==> src/rtl/xr_pkg.sv <==
package xr_pkg;

    localparam int XR_HALF_W   = 16;
    localparam int XR_ROT_LO   = 15;
    localparam int XR_SHL_T    = 3;
    localparam int XR_ROT_HI   = 6;
    localparam int XR_MAX_STEP = 2;

    typedef enum logic {
        XR_SINGLE = 1'b0,
        XR_DOUBLE = 1'b1
    } xr_mode_e;

endpackage

==> src/rtl/xr_step.sv <==
module xr_step #(
    parameter int HW    = xr_pkg::XR_HALF_W,
    parameter int ROT_L = xr_pkg::XR_ROT_LO,
    parameter int SHL_T = xr_pkg::XR_SHL_T,
    parameter int ROT_H = xr_pkg::XR_ROT_HI
) (
    input  logic [2*HW-1:0] st_i,
    output logic [2*HW-1:0] st_o
);
    typedef struct packed {
        logic [HW-1:0] hi;
        logic [HW-1:0] lo;
    } halves_t;

    halves_t       cur;
    halves_t       nxt;
    logic [HW-1:0] mix;

    function automatic logic [HW-1:0] rotl(input logic [HW-1:0] x, input int r);
        logic [2*HW-1:0] dbl;
        dbl = {x, x} << r;
        return dbl[2*HW-1:HW];
    endfunction

    always_comb begin
        cur    = halves_t'(st_i);
        mix    = cur.lo ^ cur.hi;
        nxt.hi = rotl(mix, ROT_H);
        nxt.lo = rotl(cur.lo, ROT_L) ^ mix ^ (mix << SHL_T);
        st_o   = nxt;
    end
endmodule

==> src/rtl/xr_fold.sv <==
module xr_fold #(
    parameter int HW = xr_pkg::XR_HALF_W
) (
    input  logic [2*HW-1:0] st_i,
    output logic [HW-1:0]   word_o
);
    logic [HW:0] total;

    always_comb begin
        total  = {1'b0, st_i[2*HW-1:HW]} + {1'b0, st_i[HW-1:0]};
        word_o = {total[HW-1:1], ^total};
    end
endmodule

==> src/rtl/xr_gen.sv <==
module xr_gen #(
    parameter int          HW         = xr_pkg::XR_HALF_W,
    parameter logic [31:0] RESET_SEED = 32'h0000_0001
) (
    input  logic          clk,
    input  logic          rst,
    input  logic          seed_we,
    input  logic [2*HW-1:0] seed_val,
    input  logic          req,
    input  logic          req_dbl,
    output logic [2*HW-1:0] rslt,
    output logic          rslt_vld,
    output logic          stuck
);
    import xr_pkg::*;

    localparam int SW    = 2 * HW;
    localparam int NSTEP = XR_MAX_STEP;

    logic [SW-1:0] state_q;
    logic [SW-1:0] chain [NSTEP+1];
    logic [HW-1:0] word  [1:NSTEP];
    xr_mode_e      mode;

    assign chain[0] = state_q;
    assign mode     = xr_mode_e'(req_dbl);

    for (genvar g = 1; g <= NSTEP; g++) begin : g_stage
        xr_step #(.HW(HW)) u_step (
            .st_i (chain[g-1]),
            .st_o (chain[g])
        );
        xr_fold #(.HW(HW)) u_fold (
            .st_i   (chain[g]),
            .word_o (word[g])
        );
    end

    always_ff @(posedge clk) begin
        if (rst) begin
            state_q  <= SW'(RESET_SEED);
            rslt     <= '0;
            rslt_vld <= 1'b0;
            stuck    <= 1'b0;
        end else if (seed_we) begin
            state_q  <= seed_val;
            rslt_vld <= 1'b0;
            stuck    <= (seed_val == '0);
        end else if (req) begin
            rslt_vld <= 1'b1;
            if (mode == XR_DOUBLE) begin
                state_q <= chain[2];
                rslt    <= {word[2], word[1]};
            end else begin
                state_q <= chain[1];
                rslt    <= {{HW{1'b0}}, word[1]};
            end
        end else begin
            rslt_vld <= 1'b0;
        end
    end
endmodule

==> config.mk <==
export PLATFORM = sky130hd
export DESIGN_NAME = xr_gen
export DESIGN_NICKNAME = d
export VERILOG_FILES = /design/src/rtl/xr_pkg.sv /design/src/rtl/xr_step.sv /design/src/rtl/xr_fold.sv /design/src/rtl/xr_gen.sv
export SDC_FILE = /design/constraint.sdc
export NUM_CORES = 1
export LEC_CHECK = 0
export ABC_AREA = 1
export CAP_MARGIN = 40
export CORE_MARGIN = 4
export CORE_UTILIZATION = 30
export CTS_CLUSTER_DIAMETER = 100
export DETAILED_ROUTE_END_ITERATION = 8
export GPL_TIMING_DRIVEN = 0
export PLACE_DENSITY = 0.59
export SLEW_MARGIN = 20
export SYNTH_ARGS = -nofsm -noshare
export SYNTH_HDL_FRONTEND = slang
export SYNTH_SLANG_ARGS = --single-unit
==> constraint.sdc <==
create_clock -name clk -period 4.4 [get_ports clk]
set_input_delay 0.44 -clock clk [delete_from_list [all_inputs] [get_ports clk]]
set_output_delay 0.44 -clock clk [all_outputs]
set_load 0.02 [all_outputs]
==> key figures, run 1 <==
Min path
  – Worst Hold Class: in2reg

Floorplan
  – Core footprint: 18200 um2
  – Full die area: 21000 um2
  – Die height: 145 um
  – Starting Density: 30.8%
  – Die Wd: 145 um
  – Row count: 49
  – I/O pin cnt: 71

Synth
  – Most common library cells after synthesis: nand2_1 (208), xor2_1 (76), inv_1 (67), dfxtp_1 (66), nand3_1 (48)
  – Synthesized cell area: 5620 um2
  – Syn nets: 864
  – Post-synthesis sequential area ratio: 23.5%
  – Syn Inst Count: 794
  – Top post-synthesis cells by area: dfxtp_1 (24%), nand2_1 (14%), xor2_1 (12%), ha_1 (6.9%), inv_1 (4.5%)
  – Synth unique cells: 49
  – Syn Area/Cell: 7.07 um2
  – Cell with the most instances after synthesis: nand2_1
  – Post-synthesis register bit count: 66
  – Synth Flop Type: dfxtp_1
  – Asr flop ratio synth: 0%
  – Yosys top cell by area: dfxtp_1
  – Post-synth top area share: 23.5%
  – Post-synth EDFFs: 0
  – Synth warnings: 0

Clock tree
  – CTS tree: done
  – Worst-Skew Late Latency: 0.36 ns
  – CTS clk-pin slew, worst paths: 0.07 ns
  – CTS buffer count: 9
  – Max H-tree Level: 3
  – Clock buffer depth: 2
  – TritonCTS sink count: 66
  – Clk root buf: clkbuf_16

Routing
  – Antenna Nets Post-Route: 0
  – DR DRC count: 0
  – Wire per inst: 17.2 um
  – Routed vias: 5754
  – Vias per inst: 5.11
  – Initial DRC Count: 429
  – TritonRoute pass-1 iters: 5
  – Final WL: 19300 um

Timing
  – Setup Viol. Count Final: 0
  – Worst Tran Pin Value: 0.692 ns
  – Hold Vio Cnt, Final: 0
  – PnR worst setup slack: 0.258 ns
  – Clock Skew: 0.0148 ns
  – Pins Over Slew Limit: 0
  – FMAX: 0.241 GHz
  – Post-route minimum period: 4.14 ns
  – Final period util: 94.1%
  – Max-Slew Margin vs Limit: 53.9%

Layout
  – Fraction of layout cells with a size suffix above 1: 17.2%
  – Fill cells: 1862
  – Synthesis-to-layout area growth: 31.2%
  – N_diodes: 0
  – Total Nets Final: 962

GRT
  – Final global-route overflow total: 0
  – Overall Global Routing Usage: 18.2%
  – Largest net degree at the start of global routing: 13
  – Via count of the first global-routing pass: 5380
  – Antenna violations before repair: 0
  – First-pass GRT wire length: 29200 um

Critical path
  – Setup CP Type: reg2reg
  – Crit-path max FO: 8
  – Req. time, crit path: 4.69 ns
  – Crit path DAT: 4.43 ns
  – Worst setup SP type: flop
  – FF-to-FF setup slack: 0.26 ns
  – CP endpoint kind: flop

Place
  – Number of port buffers: 68
  – Placer congestion estimate: 0.969
  – Dpl hpwl: 15100 um
  – Dpl ws: -0.268 ns

Outcome
  – Status: completed

Job
  – Max-cap violations: 0
stage by stage:
stage	hold WS [ns]	cell area [um2]	utilization, %	setup TNS [ns]	cells
floorplan	0.540	5620	-	0	794
global placement	0.454	6580	36.2	-0.261	1091
detailed placement	0.458	6580	36.2	-0.268	1091
CTS	0.408	6950	38.2	0	1107
global route	0.437	7370	40.5	-0.0668	1125
finish	0.425	7370	40.5	0	1125
cell type report:
| cell class | count | area [um2] | share of cell area (%) |
|---|---|---|---|
| multi-input combinational | 613 | 4140 | 56.2 |
| clock buffer | 9 | 225 | 3.06 |
| timing repair buffer | 87 | 823 | 11.2 |
| clock inverter | 6 | 66.3 | 0.900 |
| inverter | 77 | 289 | 3.92 |
| buffer | 38 | 198 | 2.68 |
| sequential | 66 | 1340 | 18.2 |
| tap | 229 | 287 | 3.89 |
worst max-delay path, stage by stage (launching register included):
cell,delay [ns]
dfxtp_1,0.43
xor2_4,0.32
xor2_1,0.20
xor2_1,0.29
ha_1,0.38
clkbuf_2,0.24
xor2_1,0.22
xor2_1,0.30
ha_1,0.35
a21oi_2,0.27
o21a_1,0.19
nand2_1,0.08
nand2_1,0.06
nand2_1,0.07
nand3_1,0.10
nand2_2,0.08
inv_2,0.05
nand2_2,0.06
nand2_2,0.06
nand2_1,0.05
nand3_1,0.08
nand3_2,0.07
a21oi_2,0.11
state kept, by name, summed over array words and instances, names as in the netlist:
signal    flops
rslt_vld      1
stuck         1
state_q      32
rslt         32
per-layer routing:
metal | part of all wire, % | wire (um) | track usage (%) | vias up
met1 | 46 | 8840 | 25.3 | 2695
met4 | 2.0 | 382 | 5.60 | 0
li1 | - | - | - | 2813
met5 | 0 | 0 | 0 | -
met2 | 45 | 8780 | 29.0 | 210
met3 | 6.8 | 1320 | 2.96 | 36
timing repair:
action	CTS	global route
setup buffers	1	18
pin swaps	0	13
hold buffers	0	0
resized for setup	10	47
setup endpoints to repair	1	1
cells in the final DEF, fill, tap and decap left out, types with 26 or more instances in the layout:
| cell | n |
|---|---|
| a21oi_1 | 45 |
| a22oi_1 | 26 |
| a31oi_1 | 26 |
| clkdlybuf4s50_1 | 68 |
| dfxtp_1 | 55 |
| ha_1 | 30 |
| inv_1 | 67 |
| nand2_1 | 207 |
| nand3_1 | 48 |
| xor2_1 | 51 |
kinds of logic after synthesis:
| family | after synthesis | share of synthesized area [%] |
|---|---|---|
| simple gates | 338 | 28.0 |
| compound gates | 146 | 16.8 |
| buf+inv | 115 | 8.65 |
| xor+xnor | 96 | 15.4 |
| flops | 66 | 23.5 |
| fa+ha+maj | 33 | 7.62 |
final timing paths:
check,from,end,depth (start not counted)
worst min-delay path,rst,state_q[0]$_SDFFE_PP1P_,3
worst min register to register,rslt[21]$_SDFFE_PP0P_,rslt[21]$_SDFFE_PP0P_,2
worst max register to register,state_q[27]$_SDFFE_PP0P_,rslt[16]$_SDFFE_PP0P_,22
worst max-delay path,state_q[27]$_SDFFE_PP0P_,rslt[16]$_SDFFE_PP0P_,22
Power of run 1 is not shown: default switching activity piles up to over one toggle a cycle in this logic, so the estimate is an artifact.
==> run 2, diff against run 1 <==
--- a/config.mk
+++ b/config.mk
@@ -17,3 +17,4 @@
 export SYNTH_ARGS = -nofsm -noshare
 export SYNTH_HDL_FRONTEND = slang
 export SYNTH_SLANG_ARGS = --single-unit
+export TNS_END_PERCENT = 5
==> results of run 2 <==
No change in the layout: final DEF, timing and power equal those of run 1.
Power of run 2 is left out for the same reason.
==> run 3, diff against run 2 <==
--- a/config.mk
+++ b/config.mk
@@ -12,6 +12,7 @@
 export CTS_CLUSTER_DIAMETER = 100
 export DETAILED_ROUTE_END_ITERATION = 8
 export GPL_TIMING_DRIVEN = 0
+export HOLD_SLACK_MARGIN = 0.03
 export PLACE_DENSITY = 0.59
 export SLEW_MARGIN = 20
 export SYNTH_ARGS = -nofsm -noshare
==> results of run 3 <==
No change in the layout: final DEF, timing and power equal those of run 1.
Power of run 3 is left out for the same reason.
